## config.mk

```make
export PLATFORM = sky130hd
export DESIGN_NAME = tx_segmenter
export DESIGN_NICKNAME = d
export VERILOG_FILES = /design/src/rtl/tx_seg_pkg.sv /design/src/rtl/tx_seg_credit_dly.sv /design/src/rtl/tx_seg_beat_build.sv /design/src/rtl/tx_segmenter.sv
export SDC_FILE = /design/constraint.sdc
export NUM_CORES = 1
export LEC_CHECK = 0
export BUFFER_PORTS_ARGS = -buffer_cell sky130_fd_sc_hd__buf_4
export CAP_MARGIN = 40
export CORE_AREA = 4 4 264 266
export CTS_CLUSTER_SIZE = 24
export DETAILED_ROUTE_END_ITERATION = 6
export DIE_AREA = 0 0 268 270
export PLACE_DENSITY = 0.69
export SYNTH_ARGS = -nofsm -noshare
export SYNTH_HDL_FRONTEND = slang
export SYNTH_SLANG_ARGS = --single-unit
```

## constraint.sdc

```tcl
create_clock -name clk -period 5.3 [get_ports clk]
set_input_delay 0.795 -clock clk [delete_from_list [all_inputs] [get_ports clk]]
set_output_delay 0.795 -clock clk [all_outputs]
set_load 0.05 [all_outputs]
```

## src/rtl/tx_seg_pkg.sv

```systemverilog
package tx_seg_pkg;
    localparam int EOP_W      = 4;
    localparam int WORD_BYTES = 8;

    // End code: top bit marks the last beat, low bits give the valid bytes (0 means 8)
    function automatic logic [EOP_W-1:0] mk_eop(input logic [2:0] lo_bytes);
        return {1'b1, lo_bytes};
    endfunction
endpackage

```

## src/rtl/tx_seg_credit_dly.sv

```systemverilog
module tx_seg_credit_dly #(
    parameter int LAT = 4
) (
    input  logic clk,
    input  logic rst_n,
    input  logic credit_in,
    output logic credit_out
);
    logic [LAT-1:0] sr_d, sr_q;

    generate
        if (LAT == 1) begin : g_single
            always_comb sr_d = credit_in;
        end else begin : g_chain
            always_comb sr_d = {sr_q[LAT-2:0], credit_in};
        end
    endgenerate

    always_ff @(posedge clk or negedge rst_n) begin
        if (!rst_n) sr_q <= '0;
        else        sr_q <= sr_d;
    end

    assign credit_out = sr_q[LAT-1];
endmodule

```

## src/rtl/tx_seg_beat_build.sv

```systemverilog
module tx_seg_beat_build
    import tx_seg_pkg::*;
#(
    parameter int NUM_SLOTS = 8,
    parameter int WORD_W    = 64,
    parameter int CHAN_W    = 8,
    parameter int LEN_W     = 14
) (
    input  logic                        clk,
    input  logic                        rst_n,
    input  logic                        take,
    input  logic [WORD_W-1:0]           in_data,
    input  logic [LEN_W-1:0]            in_len,
    input  logic [CHAN_W-1:0]           in_chan,
    input  logic                        emit,
    output logic                        full,
    output logic [NUM_SLOTS*WORD_W-1:0] beat_data,
    output logic                        beat_sop,
    output logic [CHAN_W-1:0]           beat_chan,
    output logic [EOP_W-1:0]            beat_eop
);
    localparam int SLOT_W = $clog2(NUM_SLOTS);

    typedef struct packed {
        logic [NUM_SLOTS-1:0][WORD_W-1:0] data;
        logic [SLOT_W-1:0]                slot;
        logic                             busy;
        logic [LEN_W-1:0]                 rem;
        logic [CHAN_W-1:0]                chan;
        logic                             sop;
        logic [EOP_W-1:0]                 eop;
        logic                             full;
    } st_t;

    st_t              st_d, st_q;
    logic [LEN_W-1:0]  cur_rem;
    logic [SLOT_W-1:0] cur_slot;

    always_comb begin
        st_d     = st_q;
        cur_rem  = st_q.busy ? st_q.rem  : in_len;
        cur_slot = st_q.busy ? st_q.slot : SLOT_W'(NUM_SLOTS - 2);
        if (emit) begin
            st_d.data = '0;
            st_d.full = 1'b0;
            st_d.sop  = 1'b0;
            st_d.eop  = '0;
        end
        if (take) begin
            if (!st_q.busy) begin
                st_d.chan = in_chan;
                st_d.sop  = 1'b1;
            end
            st_d.data[cur_slot] = in_data;
            if (cur_rem <= LEN_W'(WORD_BYTES)) begin
                st_d.eop  = mk_eop(cur_rem[2:0]);
                st_d.full = 1'b1;
                st_d.busy = 1'b0;
                st_d.rem  = '0;
            end else begin
                st_d.busy = 1'b1;
                st_d.rem  = cur_rem - LEN_W'(WORD_BYTES);
                if (cur_slot == '0) begin
                    st_d.full = 1'b1;
                    st_d.slot = SLOT_W'(NUM_SLOTS - 1);
                end else begin
                    st_d.slot = cur_slot - 1'b1;
                end
            end
        end
    end

    always_ff @(posedge clk or negedge rst_n) begin
        if (!rst_n) st_q <= '0;
        else        st_q <= st_d;
    end

    assign full      = st_q.full;
    assign beat_data = st_q.data;
    assign beat_sop  = st_q.sop;
    assign beat_chan = st_q.chan;
    assign beat_eop  = st_q.eop;
endmodule

```

## src/rtl/tx_segmenter.sv

```systemverilog
module tx_segmenter
    import tx_seg_pkg::*;
#(
    parameter int NUM_SLOTS = 8,
    parameter int WORD_W    = 64,
    parameter int CHAN_W    = 8,
    parameter int LEN_W     = 14,
    parameter int CRED_LAT  = 4
) (
    input  logic                        clk,
    input  logic                        rst_n,
    input  logic                        credit,
    input  logic                        in_valid,
    output logic                        in_ready,
    input  logic [WORD_W-1:0]           in_data,
    input  logic [LEN_W-1:0]            in_len,
    input  logic [CHAN_W-1:0]           in_chan,
    output logic                        out_valid,
    output logic [NUM_SLOTS*WORD_W-1:0] out_data,
    output logic [NUM_SLOTS-1:0]        out_sop,
    output logic [NUM_SLOTS*CHAN_W-1:0] out_chan,
    output logic [NUM_SLOTS-1:0]        out_idle,
    output logic [EOP_W-1:0]            out_eop
);
    logic                        cred_ok;
    logic                        full;
    logic                        take;
    logic                        emit;
    logic [NUM_SLOTS*WORD_W-1:0] beat_data;
    logic                        beat_sop;
    logic [CHAN_W-1:0]           beat_chan;
    logic [EOP_W-1:0]            beat_eop;

    tx_seg_credit_dly #(.LAT(CRED_LAT)) u_cdly (
        .clk        (clk),
        .rst_n      (rst_n),
        .credit_in  (credit),
        .credit_out (cred_ok)
    );

    assign in_ready = cred_ok && !full;
    assign take     = in_valid && in_ready;
    assign emit     = cred_ok && full;

    tx_seg_beat_build #(
        .NUM_SLOTS (NUM_SLOTS),
        .WORD_W    (WORD_W),
        .CHAN_W    (CHAN_W),
        .LEN_W     (LEN_W)
    ) u_build (
        .clk       (clk),
        .rst_n     (rst_n),
        .take      (take),
        .in_data   (in_data),
        .in_len    (in_len),
        .in_chan   (in_chan),
        .emit      (emit),
        .full      (full),
        .beat_data (beat_data),
        .beat_sop  (beat_sop),
        .beat_chan (beat_chan),
        .beat_eop  (beat_eop)
    );

    always_comb begin
        out_valid = cred_ok;
        out_data  = '0;
        out_sop   = '0;
        out_chan  = '0;
        out_idle  = '0;
        out_eop   = '0;
        if (cred_ok) begin
            if (full) begin
                out_data = beat_data;
                out_eop  = beat_eop;
                if (beat_sop) begin
                    out_sop[NUM_SLOTS-1]                   = 1'b1;
                    out_chan[NUM_SLOTS*CHAN_W-1 -: CHAN_W] = beat_chan;
                end
            end else begin
                out_idle = '1;
            end
        end
    end
endmodule

```

==> metrics.md, run 1 <==
| Metric | Value |
|---|---|
| Most frequent cells after synthesis | 1044 x nand2_1, 548 x dfrtp_1, 519 x and3_1 |
| Tcrit/Tclk final | 0.726 |
| TritonCTS buffer count | between 50 and 60 |
| Post-synth EDFFs | 0 |
| Worst r2r path cells | 6 |
| Rows | 95 |
| Post-Synthesis Cells | 3185 |
| Pwr dens | roughly 470 nW/µm² |
| Die Height | around 270 µm |
| Busiest grt layer | met2 |
| Clock Pin Slew Worst Setup and Hold Paths | 0.06 ns |
| Final HPWL DP | around 58 mm |
| Area of the core | 67000 µm² |
| Clock root cell | clkbuf_16 |
| Sequential share of the synthesized area | 0.515 |
| Met1 Usage GRT | 0.309 |
| Worst min path class | input pin to async pin |
| M3 GR Usage | 0.0588 |
| CP max stage cell | dfrtp_4 |
| Yosys top cell area share | 0.515 |
| Clk_skew | 0.0179 ns |
| Final ANT Viol Nets | 0 |
| Syn Area/Cell | 8.36 µm² |
| Buffers added on ports | 624 |
| Fin nets | around 3600 |
| Synth cell types | 46 |
| Initial Utilization | 0.397 |
| Max-Cap Viols | 0 |
| Fraction of layout cells with a size suffix above 1 | 0.220 |
| Pin slew with the least headroom to its limit | 1.12 ns |
| CTS Buffer Depth | 3 |
| # setup viols final | 0 |
| Cts hold-fix bufs | 0 |
| Synthesized cell area | 26600 µm² |
| Max IR drop VDD | around 0.27 mV |
| Cell Chain, Critical Path | buf_4 > and3_1 > and2_1 > buf_4 |
| Leakage | 17.9 nW |
| I/O pin cnt | 688 |
| Synth async-reset ratio | 1.00 |
| Fin Setup TNS | 0 ns |
| DR DRC count | 0 |
| Delay-heaviest family, CP | buffers and inverters |
| PnR worst setup slack | 1.45 ns |
| Final Hold Vio Count | 0 |
| Most used cell along the critical path | buf_4 |
| Via density | 5.17 |
| Unrepaired setup endpoints after global routing | no |
| Worst-Skew Late Latency | 0.61 ns |
| Register bit total from synthesis | 548 |
| P&R area growth vs syn | 24.4% |
| Top cells by area, synth | dfrtp_1 52%, nand2_1 15%, and3_1 12% |
| CTS sink cnt | about 550 |
| Total grt overflow | 0 |
| Crit path max fanout | roughly 110 |
| Worst Path Class, Setup | register to output port |
| Routed WL per cell | 19.9 µm |
| Via count | between 20000 and 25000 |
| WP buf/inv | 2 |
| Min cycle time layout | a little under 4 ns |
| Synth Flop Type | dfrtp_1 |
| RR Endpoint | u_build.beat_data[431]$_DFF_PN0_ |
| Full die area | 72400 µm² |
| GRT met2 Usage | 0.382 |
| Total global-route track usage | 0.235 |
| WL final | a little under 90 mm |
| Slew Limit Fails | 0 |
| Worst slack, placed | around 2 ns |
| Most frequent cell after synthesis | nand2_1 |
| Antenna violations before repair | 0 |
| Fmax | approximately 260 MHz |
| Post-CTS Setup Inserts | 0 |
| Leading area contributor after synthesis | dfrtp_1 |
| Drt pass-1 iters | 5 |
| WP data arrival | 3.05 ns |
| CP endpoint kind | output port |
| Post-CTS Resized | 0 |
| Status | completed |
| H-tree level count | 2 |
| R2R Setup Slk | about 2.0 ns |
| Placer Congestion | 0.817 |
| Max stage delay on crit path | between 0.8 and 0.9 ns |
| Die Wd | 268 µm |
| Startpoint Class | register |
| Initial DRC count | 2334 |
| Fill cells | 6360 |
| R2r startpoint | u_cdly.sr_q[3]$_DFF_PN0_ |
| Vias in the first global route | 21972 |
| Synth warnings | 0 |
| Relative max-transition margin | 0.255 |
| Data required, critical path | 4.51 ns |
| Largest net degree at the start of global routing | 237 |
| Global-route wire length before repair | 135 mm |
| CTS tree | yes |
| Diode count | 0 |
cells by family after synthesis:
family / share of synthesized area
simple gates: 0.294
flops: 0.515
compound gates: 0.0932
buf+inv: 0.0833
mux: 0.00940
xor+xnor: 0.00329
fa+ha+maj: 0.00141
other cells: 0.000141
routing by layer:
layer	share of wire	vias to the layer above
met5	0	-
met4	0.035	0
met3	0.082	155
met2	0.48	863
met1	0.41	11000
li1	-	11049
worst register-to-register path, delay by kind of cell (launching register included):
kind                   cells  cell delay [ns]
flip-flops                 1             0.81
buffers and inverters      2             0.95
AO/OA/AOI/OAI              1             0.33
AND/OR/NAND/NOR            3             1.00
per-stage QoR:
step	power (mW)	utilization	hold WS, ns	cells	area, µm²
6_report	15.5	0.494	0.270	4463	33100
5_1_grt	16.4	0.494	0.251	4463	33100
4_1_cts	15.5	0.494	0.255	4463	33100
3_5_place_dp	11.0	0.462	0.342	4355	31000
3_3_place_gp	10.9	0.462	0.332	4353	30900
2_1_floorplan	9.59	-	0.331	3247	26900
where the power goes:
part           internal, mW  switching, mW  leakage (nW)
sequential             5.68          0.890          7.23
clock                  2.72           1.74          1.04
combinational          1.32           3.12          9.61
total                  9.72           5.75          17.9
flip-flops by register name, indices dropped and copies added (netlist names):
signal / flops
u_build.beat_chan: 8
u_build.beat_data: 512
u_build.beat_eop: 4
u_build.beat_sop: 1
u_build.full: 1
u_build.st_q: 18
u_cdly.sr_q: 4
layout by cell type (no fill, tap or decap), types with 3 or more instances in the layout:
master,netlist,final
bufinv_16,0,9
and3_1,519,517
clkbuf_1,212,9
mux2i_1,16,16
xor2_1,4,4
nor4_1,4,3
clkinvlp_4,0,3
a22o_1,4,4
a21oi_1,3,3
nor3_1,8,7
nand3b_1,3,3
inv_1,3,3
clkbuf_8,0,13
buf_4,127,650
buf_12,0,12
o21ai_1,12,12
dfrtp_1,548,546
conb_1,1,63
nor2_1,11,10
o31ai_1,9,9
clkinv_2,0,9
o21ai_0,444,444
ha_1,3,3
mux2_2,8,8
clkbuf_16,0,61
and2_1,10,10
nand2_1,1044,1043
xnor2_1,6,6
nand3_1,69,69
worst max path at each step:
| stage | slack (ns) | depth (start not counted) | to | startpoint |
|---|---|---|---|---|
| global route | 1.25 | 4 | out_chan[56] | u_cdly.sr_q[3]$_DFF_PN0_ |
| floorplan | 2.43 | 5 | out_data[286] | u_cdly.sr_q[3]$_DFF_PN0_ |
| global placement | 2.18 | 4 | out_chan[56] | u_cdly.sr_q[3]$_DFF_PN0_ |
| finish | 1.45 | 4 | out_chan[56] | u_cdly.sr_q[3]$_DFF_PN0_ |
| detailed placement | 2.06 | 6 | u_build.beat_data[395]$_DFF_PN0_ | u_cdly.sr_q[3]$_DFF_PN0_ |
| CTS | 1.45 | 4 | out_chan[56] | u_cdly.sr_q[3]$_DFF_PN0_ |
area by class of cell:
| class | count | area (µm²) | area share |
|---|---|---|---|
| Tap cell | 873 | 1090 | 0.0330 |
| Clock buffer | 83 | 1740 | 0.0525 |
| Sequential cell | 548 | 13700 | 0.414 |
| Inverter | 3 | 11.3 | 0.000340 |
| Multi-Input combinational cell | 2266 | 11000 | 0.332 |
| Timing Repair Buffer | 665 | 5190 | 0.157 |
| Clock inverter | 25 | 375 | 0.0113 |
(Power assumes the default switching activity.)
==> run 2: changes to the inputs <==
--- a/config.mk
+++ b/config.mk
@@ -5,13 +5,14 @@
 export SDC_FILE = /design/constraint.sdc
 export NUM_CORES = 1
 export LEC_CHECK = 0
+export ABC_AREA = 1
 export BUFFER_PORTS_ARGS = -buffer_cell sky130_fd_sc_hd__buf_4
 export CAP_MARGIN = 40
-export CORE_AREA = 4 4 264 266
+export CORE_AREA = 4 4 266 268
 export CTS_CLUSTER_SIZE = 24
 export DETAILED_ROUTE_END_ITERATION = 6
-export DIE_AREA = 0 0 268 270
-export PLACE_DENSITY = 0.69
+export DIE_AREA = 0 0 270 272
+export PLACE_DENSITY = 0.66
 export SYNTH_ARGS = -nofsm -noshare
 export SYNTH_HDL_FRONTEND = slang
 export SYNTH_SLANG_ARGS = --single-unit
==> constraint.sdc (replaced) <==
create_clock -name clk -period 3.82 [get_ports clk]
set_input_delay 0.573 -clock clk [delete_from_list [all_inputs] [get_ports clk]]
set_output_delay 0.573 -clock clk [all_outputs]
set_load 0.05 [all_outputs]
==> metrics.md, run 2 <==
| Metric | Value |
|---|---|
| Crit path max fanout | 50 |
| Data required, critical path | 4.29 ns |
| Commonest cells after routing, fill and taps aside | 665 x buf_4, 624 x inv_1, 553 x nor2_1 |
| Startpoint Class | register |
| Most frequent cells after synthesis | 624 x inv_1, 553 x nor2_1, 548 x dfrtp_1 |
| Synth cell types | 25 |
| Most used cell along the critical path | nor2_1 |
| Clock root cell | clkbuf_16 |
| Synthesized cell area | about 26000 µm² |
| Post-synthesis simple-gate area fraction | 0.202 |
| Synth Area in Compound Gates | 0.108 |
| Delay-heaviest family, CP | simple AND/OR/NAND/NOR gates |
| Synth Area in XOR/XNOR | 0.00103 |
| Status | completed |
| Sequential share of the synthesized area | 0.537 |
| Post-synth EDFFs | 0 |
| Synth Area in Adders | 0.00147 |
| Top cells by area, synth | dfrtp_1 54%, nand3_1 10%, inv_1 9.2% |
| Worst-Skew Late Latency | 0.61 ns |
| Vias in the first global route | between 20000 and 25000 |
| Buffers added on ports | 624 |
| TritonCTS buffer count | 58 |
| Total global-route track usage | 0.210 |
| Placer Congestion | 0.842 |
| Most frequent cell after synthesis | inv_1 |
| Power share of the sequential group | 0.440 |
| Min cycle time layout | 3.04 ns |
| Yosys top cell area share | 0.537 |
| Max IR drop VDD | 0.375 mV |
| I/O pin cnt | just under 700 |
| Worst min path class | input pin to async pin |
| Synth async-reset ratio | 1.00 |
| Final ANT Viol Nets | 0 |
| Internal | 14.0 mW |
| Post-Synthesis Cells | around 3200 |
| Register bit total from synthesis | 548 |
| Antenna violations before repair | 1 |
| Drt pass-1 iters | 7 |
| Slew Limit Fails | 0 |
| WP buf/inv | 2 |
| # setup viols final | 0 |
| Via density | between 4 and 5 |
| Post-synthesis mux area share | 0 |
| Final Hold Vio Count | 0 |
| Clock Pin Slew Worst Setup and Hold Paths | 0.07 ns |
| Rows | 96 |
| Full die area | 73400 µm² |
| Max reg flops | just over 500 |
| Die Height | 272 µm |
| Worst r2r path cells | 8 |
| Post-CTS Setup Inserts | 0 |
| Logic pwr share | 0.263 |
| Synth warnings | 0 |
| WL final | 80.1 mm |
| Die Wd | 270 µm |
| CTS sink cnt | 548 |
| Cell Chain, Critical Path | inv_1 > nor2_1 > nand2_1 > nor2_1 > nand2_4 > buf_4 > nand3_1 > o21ai_1 |
| Clk_skew | 0.0128 ns |
| Total grt overflow | 0 |
| H-tree level count | 2 |
| Hold Slack | 0.0189 ns |
| Pin slew with the least headroom to its limit | 0.892 ns |
| CTS Buffer Depth | 3 |
| Max-Cap Viols | 0 |
| DR DRC count | 0 |
| Pwr dens | 642 nW/µm² |
| CTS tree | yes |
| Via count | 22439 |
| WP data arrival | roughly 3.5 ns |
| Initial Utilization | 0.374 |
| Largest family of logic cells by synthesized area | simple AND/OR/NAND/NOR gates |
| Relative max-transition margin | 0.405 |
| Commonest non-fill, non-tap cell in the layout | buf_4 |
| Fraction of layout cells with a size suffix above 1 | 0.212 |
| Fin Setup TNS | 0 ns |
| Fin nets | about 3800 |
| Cts hold-fix bufs | 0 |
| Clk network pwr share | 0.297 |
| Worst Path Class, Setup | register to register |
| Final HPWL DP | around 54 mm |
| Fmax | around 330 MHz |
| Max stage delay on crit path | 0.49 ns |
| Area of the core | 68300 µm² |
| P&R area growth vs syn | 29.2% |
| RR Endpoint | u_build.beat_data[104]$_DFF_PN0_ |
| Leading area contributor after synthesis | dfrtp_1 |
| Syn Area/Cell | 7.92 µm² |
| Largest net degree at the start of global routing | 97 |
| Post-CTS Resized | 0 |
| Initial DRC count | 1806 |
| R2r startpoint | u_cdly.sr_q[3]$_DFF_PN0_ |
| Routed WL per cell | 17.2 µm |
| Sw frac | 0.340 |
| CP max stage cell | nor2_1 |
| CP endpoint kind | register |
| Unrepaired setup endpoints after global routing | no |
| Switching power | 7.20 mW |
| Global-route wire length before repair | 125 mm |
| Tcrit/Tclk final | 0.796 |
| Leakage | 16.8 nW |
| R2R Setup Slk | 0.78 ns |
| Synth Flop Type | dfrtp_1 |
## run 2: changes by cell type after synthesis, moves of 15 or more
cell	change
mux2i_1	-16
nand2_1	-949
o21ai_1	+267
o21ai_0	-184
and3_1	-519
nor2_1	+542
buf_1	+15
inv_1	+621
buf_4	-55
nand3_1	+466
clkbuf_1	-70
## run 2: stage by stage
step                      instances   util  power [mW]  instance area (µm²)  worst slack, ns
final                          4660  0.483        21.2                33000            0.781
after global routing           4660  0.483        22.7                33000            0.423
after CTS                      4659  0.483        21.3                33000            0.773
after detailed placement       4550  0.451        14.9                30800            0.802
after global placement         4548  0.451        14.7                30800            0.917
after floorplan                3289      -        13.3                25800            0.365
## run 2: area by class of cell
class | instances | area, µm²
multi-input combinational | 1808 | 8280
clock inverter | 23 | 374
clock buffer | 86 | 1780
timing repair buffer | 685 | 5400
inverter | 627 | 2350
sequential | 548 | 13700
fill | 6610 | 35300
tap | 882 | 1100
antenna | 1 | 2.50
## run 2: per-layer routing
metal,GRT usage,part of all wire,vias to the layer above
met4,0.0806,0.041,0
met2,0.350,0.48,774
met1,0.278,0.42,10566
met5,0,0,-
li1,-,-,10943
met3,0.0337,0.057,156
## run 2: worst max-delay path by stage
stage / startpoint / endpoint / slack (ns) / cells past startpoint
after CTS: u_cdly.sr_q[3]$_DFF_PN0_ / u_build.beat_data[94]$_DFF_PN0_ / 0.77 / 8
after detailed placement: u_cdly.sr_q[3]$_DFF_PN0_ / u_build.beat_data[94]$_DFF_PN0_ / 0.80 / 8
after global routing: u_cdly.sr_q[3]$_DFF_PN0_ / u_build.beat_data[104]$_DFF_PN0_ / 0.42 / 8
after floorplan: u_cdly.sr_q[3]$_DFF_PN0_ / out_chan[56] / 0.36 / 6
final: u_cdly.sr_q[3]$_DFF_PN0_ / u_build.beat_data[104]$_DFF_PN0_ / 0.78 / 8
after global placement: u_cdly.sr_q[3]$_DFF_PN0_ / u_build.beat_data[105]$_DFF_PN0_ / 0.92 / 8
## run 2: kinds of logic after synthesis
| logic type | count (synthesis) |
|---|---|
| flops | 548 |
| other cells | 1 |
| fa+ha+maj | 3 |
| buf+inv | 933 |
| simple gates | 1190 |
| compound gates | 549 |
| xor+xnor | 3 |
## run 2: power groups by stage
stage	clock network (mW)	logic [mW]	registers [mW]
floorplan	0	4.28	9.05
global placement	0	5.38	9.33
detailed placement	0	5.57	9.38
CTS	6.43	5.59	9.31
global route	6.67	6.39	9.61
finish	6.29	5.57	9.31
## run 2: worst register-to-register path, stage by stage (launching register included)
cell and delay, ns:
dfrtp_1 0.42, inv_1 0.07, nor2_1 0.47, nand2_1 0.36, nor2_1 0.49, nand2_4 0.44, buf_4 0.47, nand3_1 0.13
o21ai_1 0.07
==> run 3: changes to the inputs <==
==> constraint.sdc (replaced) <==
create_clock -name clk -period 3.1 [get_ports clk]
set_input_delay 0.465 -clock clk [delete_from_list [all_inputs] [get_ports clk]]
set_output_delay 0.465 -clock clk [all_outputs]
set_load 0.05 [all_outputs]
==> metrics.md, run 3 (synthesized netlist as in run 2, its figures left out) <==
| Metric | Value |
|---|---|
| Largest net degree at the start of global routing | 95 |
| Die Wd | 270 µm |
| CTS sink cnt | 548 |
| Unrepaired setup endpoints after global routing | no |
| Commonest non-fill, non-tap cell in the layout | buf_4 |
| Area of the core | 68300 µm² |
| Clock root cell | clkbuf_16 |
| Final Hold Vio Count | 0 |
| Leakage | roughly 17 nW |
| Clk_skew | ~0.014 ns |
| Fill cells | 6663 |
| WP data arrival | roughly 2.4 ns |
| Global-route wire length before repair | 125 mm |
| Data required, critical path | about 2.6 ns |
| DR DRC count | 0 |
| CTS Buffer Depth | 3 |
| Via density | between 4 and 5 |
| Worst min path class | input pin to register |
| Max reg flops | 512 |
| Fin nets | 3830 |
| Commonest cells after routing, fill and taps aside | 660 x buf_4, 624 x inv_1, 548 x dfrtp_1 |
| I/O pin cnt | 688 |
| Max IR drop VDD | 0.439 mV |
| Fmax | 352 MHz |
| Die Height | 272 µm |
| P&R area growth vs syn | 29.7% |
| TritonCTS buffer count | 59 |
| Via count | about 23000 |
| Crit path max fanout | 30 |
| Fraction of layout cells with a size suffix above 1 | 0.215 |
| Final HPWL DP | roughly 55 mm |
| Drt pass-1 iters | 5 |
| Pwr dens | 782 nW/µm² |
| Initial DRC count | 1952 |
| Cell Chain, Critical Path | nand2_4 > buf_12 > buf_4 > nor2_1 > buf_4 |
| CP max stage cell | dfrtp_1 |
| Total power | 25.9 mW |
| Vias in the first global route | 21414 |
| Initial Utilization | 0.374 |
| Full die area | 73400 µm² |
| Fin Setup TNS | 0 ns |
| Antenna violations before repair | 0 |
| Post-CTS Setup Inserts | 0 |
| Max-Cap Viols | 0 |
| Max stage delay on crit path | roughly 0.42 ns |
| Rows | between 90 and 100 |
| Total global-route track usage | 0.211 |
| CTS tree | yes |
| Startpoint Class | register |
| Post-CTS Resized | 0 |
| Clock Pin Slew Worst Setup and Hold Paths | 0.06 ns |
| Status | completed |
| Worst-Skew Late Latency | 0.61 ns |
| Placer Congestion | a little over 0.8 |
| CP endpoint kind | output port |
| H-tree level count | 2 |
| Worst Path Class, Setup | register to output port |
| WL final | 80.5 mm |
| Delay-heaviest family, CP | buffers and inverters |
| Total grt overflow | 0 |
| WP buf/inv | 3 |
| Pin slew with the least headroom to its limit | 0.866 ns |
| Relative max-transition margin | 0.423 |
| Most used cell along the critical path | buf_4 |
| # setup viols final | 0 |
| Slew Limit Fails | 0 |
| Tcrit/Tclk final | 0.917 |
| Routed WL per cell | 17.2 µm |
| Worst slack, placed | approximately 0.80 ns |
| Buffers added on ports | ~620 |
| Diode count | 0 |
| Final ANT Viol Nets | 0 |
| PnR worst setup slack | between 0.2 and 0.3 ns |
| Min cycle time layout | around 2.8 ns |
==> run 3: cell types whose count changed in the layout (fill, tap and decap cells not counted), moves of 5 or more <==
cell | previous run | this run
clkbuf_8 | 20 | 9
buf_12 | 18 | 30
nor2_1 | 553 | 544
nor2_2 | 2 | 11
clkbuf_1 | 7 | 12
buf_4 | 665 | 660
==> run 3: report_power, final <==
part | switching [mW] | internal, mW
Clock | 2.99 | 4.50
Sequential | 1.51 | 9.98
Combinational | 4.43 | 2.50
==> run 3: timing repair <==
| item | CTS | global route |
|---|---|---|
| endpoints found under the hold margin | 55 | 0 |
| setup endpoints to repair | 0 | 0 |
| hold buffers | 2 | 0 |
==> run 3: area by class of cell <==
| cell class | count | area, µm² | share of cell area |
|---|---|---|---|
| Multi-Input combinational cell | 1808 | 8300 | 0.251 |
| Tap cell | 882 | 1100 | 0.0333 |
| Inverter | 627 | 2350 | 0.0710 |
| Clock buffer | 82 | 1700 | 0.0512 |
| Clock inverter | 29 | 377 | 0.0114 |
| Sequential cell | 548 | 13700 | 0.414 |
| Timing Repair Buffer | 693 | 5590 | 0.169 |
==> run 3: path summary, 6_finish.rpt <==
check | startpoint | to | slack, ns | cells after the start
hold / removal | in_chan[3] | u_build.beat_chan[3]$_DFFE_PN0P_ | 0.11 | 3
setup reg to reg | u_cdly.sr_q[3]$_DFF_PN0_ | u_build.beat_data[415]$_DFF_PN0_ | 0.79 | 8
hold reg to reg | u_cdly.sr_q[2]$_DFF_PN0_ | u_cdly.sr_q[3]$_DFF_PN0_ | 0.36 | 0
max in group asynchronous | rst_n | u_build.beat_data[156]$_DFF_PN0_ | 1.66 | 4
setup / recovery | u_cdly.sr_q[3]$_DFF_PN0_ | out_data[324] | 0.26 | 5
min in group asynchronous | rst_n | u_build.beat_data[510]$_DFF_PN0_ | 0.45 | 2
==> run 3: through the flow <==
step / hold slack, ns / instances / util / instance area, µm²
3_3_place_gp: 0.347 / 4556 / 0.454 / 31000
4_1_cts: 0.0663 / 4669 / 0.485 / 33100
2_1_floorplan: 0.169 / 3289 / - / 25800
5_1_grt: 0.0969 / 4669 / 0.485 / 33100
3_5_place_dp: 0.344 / 4556 / 0.454 / 31000
6_report: 0.108 / 4669 / 0.485 / 33100
==> run 3: worst min-delay path: cells and delay by family <==
family	cells	cell delay, ns
AOI/OAI and AO/OA	1	0.10
buffers and inverters	1	0.08
and+or+nand+nor	1	0.03
==> run 3: routing by layer <==
metal | GRT usage | up-vias | share of wire
li1 | - | 10967 | -
met1 | 0.278 | 10749 | 0.42
met2 | 0.353 | 739 | 0.48
met3 | 0.0359 | 155 | 0.061
met4 | 0.0777 | 0 | 0.039
met5 | 0 | - | 0
